`config.mk`:
```
export PLATFORM = sky130hd
export DESIGN_NAME = burst_addr_gen
export DESIGN_NICKNAME = d
export VERILOG_FILES = /design/src/rtl/burst_pkg.sv /design/src/rtl/burst_cmd_check.sv /design/src/rtl/burst_addr_step.sv /design/src/rtl/burst_lane_mask.sv /design/src/rtl/burst_addr_gen.sv
export SDC_FILE = /design/constraint.sdc
export NUM_CORES = 1
export LEC_CHECK = 0
export BUFFER_PORTS_ARGS = -buffer_cell sky130_fd_sc_hd__buf_2
export CAP_MARGIN = 20
export CORE_UTILIZATION = 52
export DETAILED_ROUTE_END_ITERATION = 8
export HOLD_SLACK_MARGIN = 0.03
export PLACE_DENSITY = 0.74
export SKIP_CTS_REPAIR_TIMING = 1
export SLEW_MARGIN = 10
export SYNTH_ARGS = -nofsm -noshare
export SYNTH_HDL_FRONTEND = slang
export SYNTH_SLANG_ARGS = --single-unit
```
`constraint.sdc`:
```
create_clock -name clk -period 6.26 [get_ports clk]
set_input_delay 1.252 -clock clk [delete_from_list [all_inputs] [get_ports clk]]
set_output_delay 1.252 -clock clk [all_outputs]
set_load 0.02 [all_outputs]
```
`src/rtl/burst_pkg.sv`:
```
package burst_pkg;
  typedef enum logic [1:0] {
    BK_FIXED = 2'd0,
    BK_INCR  = 2'd1,
    BK_WRAP  = 2'd2,
    BK_RSVD  = 2'd3
  } burst_kind_e;
endpackage

```
`src/rtl/burst_cmd_check.sv`:
```
module burst_cmd_check
  import burst_pkg::*;
#(
  parameter int ADDR_W   = 32,
  parameter int LEN_W    = 4,
  parameter int MAX_SIZE = 2
) (
  input  logic [ADDR_W-1:0] addr,
  input  burst_kind_e       kind,
  input  logic [LEN_W-1:0]  len,
  input  logic [2:0]        size,
  output logic              legal
);
  logic [ADDR_W-1:0] size_mask;
  logic              size_ok;
  logic              wrap_len_ok;
  logic              wrap_align_ok;

  always_comb begin
    size_mask     = (ADDR_W'(1) << size) - ADDR_W'(1);
    size_ok       = (32'(size) <= MAX_SIZE);
    // beat count must be a power of two of at least two
    wrap_len_ok   = (len != '0) && ((len & (len + LEN_W'(1))) == '0);
    wrap_align_ok = ((addr & size_mask) == '0);
    unique case (kind)
      BK_FIXED, BK_INCR: legal = size_ok;
      BK_WRAP:           legal = size_ok && wrap_len_ok && wrap_align_ok;
      default:           legal = 1'b0;
    endcase
  end
endmodule

```
`src/rtl/burst_addr_step.sv`:
```
module burst_addr_step
  import burst_pkg::*;
#(
  parameter int ADDR_W = 32,
  parameter int LEN_W  = 4
) (
  input  logic [ADDR_W-1:0] cur_addr,
  input  burst_kind_e       kind,
  input  logic [LEN_W-1:0]  len,
  input  logic [2:0]        size,
  output logic [ADDR_W-1:0] next_addr
);
  logic [ADDR_W-1:0] step;
  logic [ADDR_W-1:0] step_mask;
  logic [ADDR_W-1:0] win_mask;

  always_comb begin
    step      = ADDR_W'(1) << size;
    step_mask = step - ADDR_W'(1);
    win_mask  = (step * (ADDR_W'(len) + ADDR_W'(1))) - ADDR_W'(1);
    unique case (kind)
      BK_FIXED: next_addr = cur_addr;
      BK_WRAP:  next_addr = (cur_addr & ~win_mask) | ((cur_addr + step) & win_mask);
      default:  next_addr = (cur_addr & ~step_mask) + step;
    endcase
  end
endmodule

```
`src/rtl/burst_lane_mask.sv`:
```
module burst_lane_mask #(
  parameter int STRB_W = 4,
  localparam int LANE_W = $clog2(STRB_W)
) (
  input  logic [LANE_W-1:0] lane_addr,
  input  logic [2:0]        size,
  output logic [STRB_W-1:0] strb
);
  logic [LANE_W:0] chunk;
  logic [LANE_W:0] first;
  logic [LANE_W:0] stop;

  always_comb begin
    chunk = (LANE_W+1)'(1) << size;
    first = {1'b0, lane_addr};
    stop  = (first & ~(chunk - (LANE_W+1)'(1))) + chunk;
  end

  for (genvar i = 0; i < STRB_W; i++) begin : g_lane
    assign strb[i] = ((LANE_W+1)'(i) >= first) && ((LANE_W+1)'(i) < stop);
  end
endmodule

```
`src/rtl/burst_addr_gen.sv`:
```
module burst_addr_gen
  import burst_pkg::*;
#(
  parameter int ADDR_W    = 32,
  parameter int DATA_W    = 32,
  parameter int MAX_BEATS = 16,
  localparam int STRB_W   = DATA_W / 8,
  localparam int LANE_W   = $clog2(STRB_W),
  localparam int LEN_W    = $clog2(MAX_BEATS)
) (
  input  logic              clk,
  input  logic              rst_n,
  input  logic              cmd_valid,
  output logic              cmd_ready,
  input  logic [ADDR_W-1:0] cmd_addr,
  input  logic [1:0]        cmd_kind,
  input  logic [LEN_W-1:0]  cmd_len,
  input  logic [2:0]        cmd_size,
  output logic              cmd_err,
  output logic              beat_valid,
  input  logic              beat_ready,
  output logic [ADDR_W-1:0] beat_addr,
  output logic [STRB_W-1:0] beat_strb,
  output logic              beat_last
);
  logic              busy_q;
  logic              err_q;
  logic [ADDR_W-1:0] addr_q;
  burst_kind_e       kind_q;
  logic [LEN_W-1:0]  len_q;
  logic [LEN_W-1:0]  cnt_q;
  logic [2:0]        size_q;
  logic              cmd_legal;
  logic [ADDR_W-1:0] addr_nxt;
  logic              cmd_take;
  logic              beat_take;

  assign cmd_ready  = !busy_q;
  assign cmd_take   = cmd_valid && cmd_ready;
  assign beat_valid = busy_q;
  assign beat_take  = beat_valid && beat_ready;
  assign beat_addr  = addr_q;
  assign beat_last  = (cnt_q == len_q);
  assign cmd_err    = err_q;

  burst_cmd_check #(.ADDR_W(ADDR_W), .LEN_W(LEN_W), .MAX_SIZE(LANE_W)) u_check (
    .addr  (cmd_addr),
    .kind  (burst_kind_e'(cmd_kind)),
    .len   (cmd_len),
    .size  (cmd_size),
    .legal (cmd_legal)
  );

  burst_addr_step #(.ADDR_W(ADDR_W), .LEN_W(LEN_W)) u_step (
    .cur_addr  (addr_q),
    .kind      (kind_q),
    .len       (len_q),
    .size      (size_q),
    .next_addr (addr_nxt)
  );

  burst_lane_mask #(.STRB_W(STRB_W)) u_lanes (
    .lane_addr (addr_q[LANE_W-1:0]),
    .size      (size_q),
    .strb      (beat_strb)
  );

  always_ff @(posedge clk) begin
    if (!rst_n) begin
      busy_q <= 1'b0;
      err_q  <= 1'b0;
      addr_q <= '0;
      kind_q <= BK_FIXED;
      len_q  <= '0;
      cnt_q  <= '0;
      size_q <= '0;
    end else begin
      err_q <= cmd_take && !cmd_legal;
      if (cmd_take && cmd_legal) begin
        busy_q <= 1'b1;
        addr_q <= cmd_addr;
        kind_q <= burst_kind_e'(cmd_kind);
        len_q  <= cmd_len;
        size_q <= cmd_size;
        cnt_q  <= '0;
      end else if (beat_take) begin
        if (beat_last) begin
          busy_q <= 1'b0;
        end else begin
          addr_q <= addr_nxt;
          cnt_q  <= cnt_q + LEN_W'(1);
        end
      end
    end
  end


  stall_hold_chk: assert property (@(posedge clk) disable iff (!rst_n)
    beat_valid && !beat_ready |=> beat_valid && $stable(beat_addr)
      && $stable(beat_strb) && $stable(beat_last));


  first_beat_chk: assert property (@(posedge clk) disable iff (!rst_n)
    cmd_valid && cmd_ready && cmd_legal |=> beat_valid && !cmd_ready
      && beat_addr == $past(cmd_addr));


  last_release_chk: assert property (@(posedge clk) disable iff (!rst_n)
    beat_valid && beat_ready && beat_last |=> cmd_ready && !beat_valid);


  reject_chk: assert property (@(posedge clk) disable iff (!rst_n)
    cmd_valid && cmd_ready && !cmd_legal |=> cmd_err && !beat_valid && cmd_ready);


  fixed_addr_chk: assert property (@(posedge clk) disable iff (!rst_n)
    $past(beat_valid && beat_ready && !beat_last) && kind_q == BK_FIXED
      |-> beat_addr == $past(beat_addr) && beat_strb == $past(beat_strb));


  strb_nonzero_chk: assert property (@(posedge clk) disable iff (!rst_n)
    beat_valid |-> beat_strb != '0 && $countones(beat_strb) <= (1 << size_q));
endmodule

```
==> metrics.cfg <==
[route]
drtPass1Iterations = 7
routedWlPerCell_um = 17.7
drc_errors = 10
via_count = 6531
wirelength_mm = 18.8
via_per_inst = 6.17
first_iter_violations = 652
antenna_left = 0

[pwr]
power_mw = 0.907
p_comb_share_pct = 32.2
p_leak_nw = 2.93
switching_power_mw = 0.325
p_seq_share_pct = 36.6
power_density_nw_per_um2 = 132
ir_drop_v = 0.0000909
pwr-share-clk_pct = 31.2
internal-power_mw = 0.582
switching_share_pct = 35.8

[setup_path]
crit_arrival_ns = 5.91
critical-path-slowest-cell = a2111oi_0
startpoint_type = flop
crit_type = reg2reg
crit_fanout = 15
crit_path_max_incr_delay_ns = 0.63
critPathBufInv = 2
required_ns = 6.46
rr_worst_depth = 16
crit_cells = 16
end_kind = flop
cp_cell_sequence = nand2b_1, nor2_1, and2_1, fa_1, ha_1, inv_1, fa_1, inv_1, ha_1, a211oi_1, o211ai_1, a2111oi_0, o21ai_0, a21oi_2, a21boi_0, a21o_1
cpLargestDelayFamily = compound AO/OA/AOI/OAI gates

[placement]
io_buffers = 84
dp_hpwl_mm = 14.3
dpl.cell_count = 1051
gp_congestion = 0.943

[min_path]
whs_path_depth = 2
hold_class = reg2reg

[die]
core_area_um2 = 11500
die_area_um2 = 12400
rows = 39
die_x_um = 111
die_y_um = 111
start_util_pct = 54.0
ios = 85

[finish]
final_cell_mix = 122 x nand2_1, 84 x buf_2, 75 x inv_1
area_growth_pct = 10.2
final_common_cell = nand2_1
num_antenna_cells = 0
drive_above_1_share_pct = 14.2
nets = 1029
instances_no_fill = 1059
finish.utilization_pct = 59.5

[global_route]
grt_pass1_vias = 6001
top_usage_layer = met2
grt.total_usage_pct = 30.3
grt_use_met3_pct = 4.90
antenna_found_initial = 0
grt_max_degree = 51
grt.met2_usage_pct = 47.4
overflow = 0
met1_usage_pct = 42.5
grt_pass1_wl_mm = 30.5

[yosys]
avgSynthCellArea_um2 = 7.21
syn_inst = 862
synth_edf_count = 0
synth_nets = 976
yosysTopAreaCell = dfxtp_1
synth_cell_type_count = 80
synth_top_area_share_pct = 15.1
synth.area.top_cells = dfxtp_1 15%, ha_1 9.5%, nand2_1 7.4%
synth-async-reset-ratio_pct = 0
ys_seq_area_share_pct = 15.1
ys_seq_elements = 47
netlist_area_um2 = 6220
synth_warnings = 0
synthFlopType = dfxtp_1

[timing]
fin_crit_ns = 5.71
fmax_mhz = 175
slew-limit-headroom_pct = 39.8
fin_skew_ns = 0.0109
drv_slew = 0
worst_pin_slew_ns = 0.897
period_share_pct = 91.3
holdWs_ns = 0.507
tns_ns = 0
finalSetupViolations = 0
rsz0062_at_grt = false
hold_violations = 0

[clock_tree]
numCtsBuffers = 5
cts_max_path_buffers = 2
cts.sinks = 47
h-tree-depth = 2
clkLatencyLatePin_ns = 0.30
tritoncts = built
cts.clk_slew.worst_paths_ns = 0.07
root_buffer = clkbuf_16

[outcome]
run_status = complete, but fails checks
violations = design-rule violations

[job]
drv_cap = 0

==> cell usage after synthesis (all sizes together) (3+ instances only) <==
cell and instances:
o221ai 16, o32ai 3, o221a 4, and3 12
or4 3, a21boi 6, o31ai 4, a21o 10
o211ai 12, nand2b 14, ha 47, nand4 11
inv 76, and2 9, a211oi 10, xor2 27
dfxtp 47, xnor2 36, nor3b 3, nand3 22
o22ai 6, a21oi 62, nand3b 5, nand4b 5
nor2b 9, nor3 17, nor4 4, buf 15
mux2i 8, a31oi 13, nand2 123, o2111ai 3
nor2 69, and4 3, clkbuf 36, a41oi 5
o21ai 35, a221oi 3, or2 6, o21a 7
fa 22, or3 5
==> layout make-up <==
| type | instances | area, um^2 |
|---|---|---|
| Clock buffer | 7 | 143 |
| Clock inverter | 1 | 8.76 |
| Fill cell | 1133 | 4660 |
| Inverter | 76 | 285 |
| Multi-Input combinational cell | 688 | 4780 |
| Sequential cell | 47 | 941 |
| Tap cell | 143 | 179 |
| Timing Repair Buffer | 97 | 518 |
==> power groups by stage <==
| stage | Clock [mW] | Sequential [mW] | Combinational, mW |
|---|---|---|---|
| 3_3_place_gp | 0 | 0.337 | 0.286 |
| 3_5_place_dp | 0 | 0.338 | 0.289 |
| 6_report | 0.283 | 0.332 | 0.292 |
| 5_1_grt | 0.297 | 0.333 | 0.319 |
| 4_1_cts | 0.285 | 0.331 | 0.291 |
| 2_1_floorplan | 0 | 0.337 | 0.193 |
==> tightest hold or removal path, cell delays in order, from the launching register on <==
cell,delay (ns)
dfxtp_1,0.34
nand2_1,0.07
a21oi_1,0.05
==> per-stage QoR <==
step / instance area (um^2) / setup WS [ns]
after floorplan: 6220 / 1.24
after global placement: 6690 / 0.666
after detailed placement: 6690 / 0.505
after CTS: 6850 / 0.476
after global routing: 6850 / 0.0172
final: 6850 / 0.546
==> layer usage <==
layer,share of wire (%),vias up
met5,0,-
met4,2.9,0
met3,9.3,40
met2,43,317
met1,44,3026
li1,-,3148
==> path summary, 6_finish.rpt <==
check | from | end | slack [ns]
min reg2reg | len_q[1] | len_q[1] | 0.51
min | len_q[1] | len_q[1] | 0.51
max reg2reg | size_q[1] | flop | 0.55
max | size_q[1] | flop | 0.55
==> cell families (layout without fill, tap and decap cells) <==
| family | after synthesis | count (layout) | share of synthesized area [%] |
|---|---|---|---|
| AOI/OAI and AO/OA | 223 | 223 | 24.4 |
| xor gates and xnor gates | 63 | 63 | 8.87 |
| adders and majority gates | 69 | 69 | 16.5 |
| buffers and inverters | 127 | 181 | 8.27 |
| DFF | 47 | 47 | 15.1 |
| muxes | 9 | 9 | 1.47 |
| and+or+nand+nor | 324 | 324 | 25.3 |
Note: power is estimated with default switching activity, not from simulation.
